$ cat config.mk
export PLATFORM = sky130hd
export DESIGN_NAME = work_ram_gate
export DESIGN_NICKNAME = d
export VERILOG_FILES = /design/src/rtl/work_ram_pkg.sv /design/src/rtl/work_ram_ctrl.sv /design/src/rtl/work_ram_path.sv /design/src/rtl/work_ram_gate.sv
export SDC_FILE = /design/constraint.sdc
export NUM_CORES = 1
export LEC_CHECK = 0
export BUFFER_PORTS_ARGS = -buffer_cell sky130_fd_sc_hd__clkbuf_2
export CAP_MARGIN = 20
export CORE_AREA = 2 2 39 41
export DETAILED_ROUTE_END_ITERATION = 16
export DIE_AREA = 0 0 41 43
export HOLD_SLACK_MARGIN = 0.1
export PLACE_DENSITY = 0.8
export RECOVER_POWER = 25
export SLEW_MARGIN = 0
export SYNTH_ARGS = -nofsm -noshare
export SYNTH_HDL_FRONTEND = slang
export SYNTH_SLANG_ARGS = --single-unit
$ cat constraint.sdc
create_clock -name clk -period 1.1 [get_ports clk]
set_input_delay 0.055 -clock clk [delete_from_list [all_inputs] [get_ports clk]]
set_output_delay 0.055 -clock clk [all_outputs]
set_load 0.01 [all_outputs]
$ cat src/rtl/work_ram_pkg.sv
package work_ram_pkg;
  localparam int ALT_PAGES = 2;

  typedef struct packed {
    logic                 stdRd;
    logic                 stdWr;
    logic [ALT_PAGES-1:0] altRd;
    logic [ALT_PAGES-1:0] altWr;
  } permStrobes_t;
endpackage

$ cat src/rtl/work_ram_ctrl.sv
module work_ram_ctrl
  import work_ram_pkg::*;
#(
  parameter int FIELD_W = 4
) (
  input  logic               clk,
  input  logic               rstN,
  input  logic               regWr,
  input  logic               regSel,
  input  logic [FIELD_W-1:0] regHiData,
  output permStrobes_t       perm
);
  // Field positions are relative to bit 4 of the written byte.
  localparam int MASTER_POS = 1;  // byte bit 5 of the mode register
  localparam int STD_WP_POS = 2;  // byte bit 6
  localparam int STD_EN_POS = 3;  // byte bit 7

  logic               masterEn;
  logic [FIELD_W-1:0] protReg;

  always_ff @(posedge clk or negedge rstN) begin
    if (!rstN) begin
      masterEn <= 1'b0;
      protReg  <= '0;
    end else if (regWr) begin
      if (regSel) protReg  <= regHiData;
      else        masterEn <= regHiData[MASTER_POS];
    end
  end

  always_comb begin
    perm.stdRd = protReg[STD_EN_POS];
    perm.stdWr = protReg[STD_EN_POS] & ~protReg[STD_WP_POS];
  end

  // Each page owns a write bit at even offset and a read bit just above it.
  for (genvar p = 0; p < ALT_PAGES; p++) begin : g_page
    assign perm.altWr[p] = masterEn & protReg[2*p];
    assign perm.altRd[p] = masterEn & protReg[2*p+1];
  end

  a_r1_reset_clear: assert property (@(posedge clk) disable iff (!rstN)
    $rose(rstN) |-> (perm == '0));
  a_r5_master_off: assert property (@(posedge clk) disable iff (!rstN)
    !masterEn |-> (perm.altRd == '0 && perm.altWr == '0));
  a_r9_other_reg_kept: assert property (@(posedge clk) disable iff (!rstN)
    ($past(regWr) && !$past(regSel)) |-> $stable(protReg));
endmodule

$ cat src/rtl/work_ram_path.sv
module work_ram_path
  import work_ram_pkg::*;
#(
  parameter int ADDR_W  = 16,
  parameter int RAM_AW  = 13,
  parameter int ALT_AW  = 10,
  parameter int ALT_WIN = 12
) (
  input  logic              clk,
  input  logic              rstN,
  input  logic              altMode,
  input  logic [ADDR_W-1:0] cpuAddr,
  input  logic              cpuRd,
  input  logic              cpuWr,
  input  permStrobes_t      perm,
  output logic              ramCs,
  output logic              ramWe,
  output logic [RAM_AW-1:0] ramAddr,
  output logic              rdValid
);
  localparam int PAGE_BITS = $clog2(ALT_PAGES);
  localparam logic [ADDR_W-RAM_AW-1:0]  STD_TAG = (ADDR_W-RAM_AW)'(16'h6000 >> RAM_AW);
  localparam logic [ADDR_W-ALT_WIN-1:0] ALT_TAG = (ADDR_W-ALT_WIN)'(16'h7000 >> ALT_WIN);

  logic                 inStd, inAlt, inWin;
  logic [PAGE_BITS-1:0] pageIdx;
  logic                 mayRd, mayWr, rdOk, wrOk;

  always_comb begin
    inStd   = cpuAddr[ADDR_W-1:RAM_AW] == STD_TAG;
    inAlt   = cpuAddr[ADDR_W-1:ALT_WIN] == ALT_TAG;
    pageIdx = cpuAddr[ALT_AW-1 -: PAGE_BITS];
    if (altMode) begin
      inWin   = inAlt;
      mayRd   = perm.altRd[pageIdx];
      mayWr   = perm.altWr[pageIdx];
      ramAddr = RAM_AW'(cpuAddr[ALT_AW-1:0]);
    end else begin
      inWin   = inStd;
      mayRd   = perm.stdRd;
      mayWr   = perm.stdWr;
      ramAddr = cpuAddr[RAM_AW-1:0];
    end
    rdOk    = inWin & cpuRd & mayRd;
    wrOk    = inWin & cpuWr & mayWr;
    ramCs   = rdOk | wrOk;
    ramWe   = wrOk;
    rdValid = rdOk;
  end

  a_r3_we_needs_write: assert property (@(posedge clk) disable iff (!rstN)
    ramWe |-> (cpuWr && ramCs));
  a_r2_valid_needs_read: assert property (@(posedge clk) disable iff (!rstN)
    rdValid |-> (cpuRd && ramCs));
  a_r8_std_outside: assert property (@(posedge clk) disable iff (!rstN)
    (!altMode && cpuAddr[ADDR_W-1:RAM_AW] != STD_TAG) |-> !ramCs);
  a_r8_alt_outside: assert property (@(posedge clk) disable iff (!rstN)
    (altMode && cpuAddr[ADDR_W-1:ALT_WIN] != ALT_TAG) |-> !ramCs);
  a_r7_alt_addr_range: assert property (@(posedge clk) disable iff (!rstN)
    altMode |-> (ramAddr < RAM_AW'(1 << ALT_AW)));
endmodule

$ cat src/rtl/work_ram_gate.sv
module work_ram_gate
  import work_ram_pkg::*;
#(
  parameter int ADDR_W = 16,
  parameter int RAM_AW = 13
) (
  input  logic              clk,
  input  logic              rstN,
  input  logic              regWr,
  input  logic              regSel,
  input  logic [3:0]        regHiData,
  input  logic              altMode,
  input  logic [ADDR_W-1:0] cpuAddr,
  input  logic              cpuRd,
  input  logic              cpuWr,
  output logic              ramCs,
  output logic              ramWe,
  output logic [RAM_AW-1:0] ramAddr,
  output logic              rdValid
);
  permStrobes_t perm;

  work_ram_ctrl #(.FIELD_W(4)) u_ctrl (
    .clk(clk), .rstN(rstN), .regWr(regWr), .regSel(regSel),
    .regHiData(regHiData), .perm(perm)
  );

  work_ram_path #(.ADDR_W(ADDR_W), .RAM_AW(RAM_AW)) u_path (
    .clk(clk), .rstN(rstN), .altMode(altMode), .cpuAddr(cpuAddr),
    .cpuRd(cpuRd), .cpuWr(cpuWr), .perm(perm), .ramCs(ramCs),
    .ramWe(ramWe), .ramAddr(ramAddr), .rdValid(rdValid)
  );
endmodule

### Word level (Yosys, flattened, before mapping)

Cells that the tools add are included.

* equal/unequal tests: 2
* bitwise operators: 12
* reductions and logical operators: 2
* multiplexer cells: 8
* add/sub/neg operators: 0
* shift-type cells: 0
* $mul: 0
* div/mod/pow operators: 0
* $lt $le $gt $ge: 1

Operator list (number)
* $mux W13: 1
* $and A1 B1 Y1: 9
* $mux W1: 7
* $eq A4 B3 Y1 const B: 1
* $reduce_and A2 Y1: 2
* $eq A3 B2 Y1 const B: 1
* $lt A1 B2 Y1 const B: 1
* $not A1 Y1: 2
* $or A1 B1 Y1: 1

* bits in read-only memories: 0
* register bits: 5
* output and inout bits: 16
* memory bits (writable): 0
* bits in latches: 0
* memories kept: 0

### Depth between registers and ports, before layout

* depth in word-level cells: 6
* mapped depth: 3

### By module

From an unflattened synthesis, not the netlist that was laid out.

* cells, all modules: 43
* area total of the unflattened synthesis: 431.7 µm²

By module, submodules not included
* work_ram_ctrl: area an instance 247.7 µm², instances 1, cells each 18
* work_ram_path: area an instance 183.9 µm², instances 1, cells each 25

### Worst setup path before layout

No wires, ideal clock.

* kind: reg-to-output
* from: reg u_ctrl.masterEn
* to: out ramCs
* arrival: 917 ps
* cell stages (with the launch flop): 4
* path buffers: 0
* setup slack: 128 ps
* cells stage by stage: dfrtp_1 -> and3_1 -> o31ai_2 -> a21oi_1

* cells in the longest elaborated chain, start to end: 6
* elaborated cells on any way between the ends: 13
* classes of those cells: 6 x mux; 7 x bitwise

Ends and longest elaborated chain
* start, declared: RTL line work_ram_ctrl.sv:18 `logic masterEn;`
* start signal, assigned: RTL line work_ram_ctrl.sv:27 `else masterEn <= regHiData[MASTER_POS];`
* $and A1 B1 Y1, on equally long branches: RTL line work_ram_ctrl.sv:39, work_ram_ctrl.sv:38
* $mux W1, on equally long branches (2 in series): RTL line work_ram_path.sv:35, work_ram_path.sv:36
* $mux W1: RTL line work_ram_path.sv:33 `if (altMode) begin`
* $and A1 B1 Y1, on equally long branches: RTL line work_ram_path.sv:44, work_ram_path.sv:45
* $or A1 B1 Y1 *: RTL line work_ram_path.sv:46 `ramCs = rdOk | wrOk;`
* end, declared: RTL line work_ram_gate.sv:16 `output logic ramCs,`

Every way passes the cells marked *; elsewhere a longest branch is shown, timed or not. The select of a mux whose other input is x is not followed.

### Worst setup path after layout

Same ends and word-level chain as after synthesis.

==> results.yml <==
layout:
  final_common_cell: "clkbuf_2"
  area_growth_pct: 44.3
  multi_input_area_um2: 209
  final_nets: 89
  insertedDiodeCount: 0
  fin_util_pct: 39.8
  regArea_um2: 125
  fill_cells: 148
  mostFrequentLayoutCells: "clkbuf_2, mux2_2, dlygate4sd3_1, dfrtp_1"
  layout-drive-gt1-share_pct: 59.0
critical_path:
  crit_type: "flop to primary output"
  crit_required_ps: 1040
  cp-start-kind: "flop"
  end_kind: "primary output"
  arrival_ps: 1260
  cp_max_fo: 4
pwr:
  p_clk_share_pct: 34.7
  leakagePower_nw: 0.278
  seqPwrFrac_pct: 38.6
  powerDensity_nw_per_um2: 1080
  p_switching_mw: 0.147
  p_sw_share_pct: 24.7
  peakVddDrop_uv: 406
  intPower_mw: 0.449
  total_power_mw: 0.596
  power_frac_comb_pct: 26.7
clocking:
  clock_latency_ps: 230
  cts_root_buf: "clkbuf_4"
  cts.path.max_buffers: 2
  clock_sinks: 5
  numCtsBuffers: 3
  h-tree-depth: 1
  post_cts_buffers: 0
  cts_tree: "yes"
  clk_pin_slew_worst_paths_ps: 40
floorplan:
  die-height_um: 43
  die_w_um: 41
  ioPinCount: 43
  rows: 14
  initial_utilization_pct: 27.6
  die_area_um2: 1760
  core_um2: 1380
synth:
  synth_cells: 38
  avgSynthCellArea_um2: 10.0
  ys_seq_area_share_pct: 32.8
  synth_seq_cells: 5
  synthesis.nets: 65
  netlist_area_um2: 382
  synth_cell_types: 16
  ys_warn_count: 0
routing:
  highest_layer: "met4"
  wl_met2_um: 430
  drc: 0
  wire_per_inst_um: 10.2
  route.met3.wl_um: 72
  drt-met1-wl_um: 276
  antenna_left: 0
  drt_first_pass_iters: 2
  drt_iter0_drc: 2
  drt_wl_total_um: 783
  vias: 344
  vias_per_cell: 4.47
sta:
  worst_slack_ps: -214
  period_minus_slack_ps: 1310
  max_freq_mhz: 761
  drv_slew: 0
  min_period_over_period_pct: 119
  maxSlewHeadroom_pct: 88.0
  finalHoldViolCount: 0
  rsz0062_at_grt: "true"
  setup_violations: 3
  worst_pin_slew_ps: 175
  clock_skew_ps: 0
global_route:
  grt_max_degree: 8
  grt_pass1_wl_um: 1170
  grt_pass1_vias: 342
  grt_overflow: 0
  grtUsageTotal_pct: 9.91
  grt_antenna_before_repair: 0
run_status:
  violations: "negative setup slack"
  status: "finished, violations left"
run:
  drv_cap: 0
placed_design:
  gp_congestion: 0.672
  io_buffer_count: 24
  dp_hpwl_um: 656
hold_path:
  hold_path_class: "input port to primary output"
-- state kept, by name, summed over array words and instances (netlist names) --
signal           flops
u_ctrl.protReg       4
u_ctrl.masterEn      1
-- power by group through the flow --
stage	Combinational [mW]	Clock, mW	Sequential, mW
2_1_floorplan	0.109	0	0.226
3_3_place_gp	0.123	0	0.229
3_5_place_dp	0.127	0	0.232
4_1_cts	0.147	0.216	0.229
5_1_grt	0.174	0.235	0.235
6_report	0.159	0.207	0.230
-- kinds of logic after synthesis --
| group | after synthesis | share of synthesized area [%] |
|---|---|---|
| buffers and inverters | 10 | 19.7 |
| muxes | 6 | 17.4 |
| and+or+nand+nor | 14 | 23.3 |
| AOI/OAI and AO/OA | 3 | 6.88 |
| DFF | 5 | 32.8 |
-- routing by layer --
layer  vias to the layer above  GRT usage, %
met5                         -             0
met1                       162          7.57
met2                        13          18.1
met4                         0          6.67
met3                         2          3.66
li1                        167             -
-- worst paths after layout --
kind | end | cells after the start | slack, ps | startpoint
max | ramCs | 4 | -210 | u_ctrl.masterEn
min | ramAddr[0] | 0 | 110 | cpuAddr[0]
max reg2reg | u_ctrl.protReg[3] | 1 | 320 | u_ctrl.protReg[3]
min reg2reg | u_ctrl.protReg[0] | 1 | 520 | u_ctrl.protReg[0]
max in group asynchronous | u_ctrl.protReg[1] | 2 | 800 | rstN
min in group asynchronous | u_ctrl.masterEn | 2 | 170 | rstN
-- metrics by stage --
step	cell area, µm²	std cells	TNS [ps]	hold slack, ps	setup WS (ps)
2_1_floorplan	382	38	0	-241	128
3_5_place_dp	447	68	0	-121	14.5
3_3_place_gp	447	68	0	-126	31.4
6_report	551	77	-496	110	-214
5_1_grt	551	77	-754	110	-296
4_1_cts	529	77	-557	110	-243
-- critical path, stage by stage (launching register included) --
cell	delay (ps)
dfrtp_1	390
and3_4	190
o31ai_4	220
a21oi_1	90
clkbuf_2	130
-- final cells by class --
class / instances / area share [%]
Clock buffer: 4 / 4.77
Multi-Input combinational cell: 23 / 38.0
Sequential cell: 5 / 22.7
Tap cell: 16 / 3.64
Timing Repair Buffer: 29 / 30.9
-- cell usage after synthesis --
| master | count | area, µm² |
|---|---|---|
| dfrtp_1 | 5 | 125 |
| o31ai_2 | 1 | 12.5 |
| and3_1 | 1 | 6.26 |
| a21oi_1 | 1 | 5.00 |
| nor2_1 | 2 | 7.51 |
| nand2_1 | 1 | 3.75 |
| nand2b_1 | 1 | 6.26 |
| and4b_1 | 1 | 10.0 |
| and2b_1 | 3 | 22.5 |
| nand3_1 | 1 | 5.00 |
| a2bb2oi_1 | 1 | 8.76 |
| mux2_2 | 5 | 56.3 |
| nand4b_1 | 1 | 8.76 |
| mux2i_1 | 1 | 10.0 |
| buf_4 | 10 | 75.1 |
| nor2b_1 | 3 | 18.8 |
-- what timing repair did --
| action | CTS | global route |
|---|---|---|
| endpoints found under the setup margin | 3 | 3 |
| pin swaps | 2 | 2 |
| hold endpoints to repair | 10 | 0 |
| resized for setup | 1 | 5 |
| hold buffers | 5 | 0 |
No activity file was read; power rests on OpenSTA's default activity.
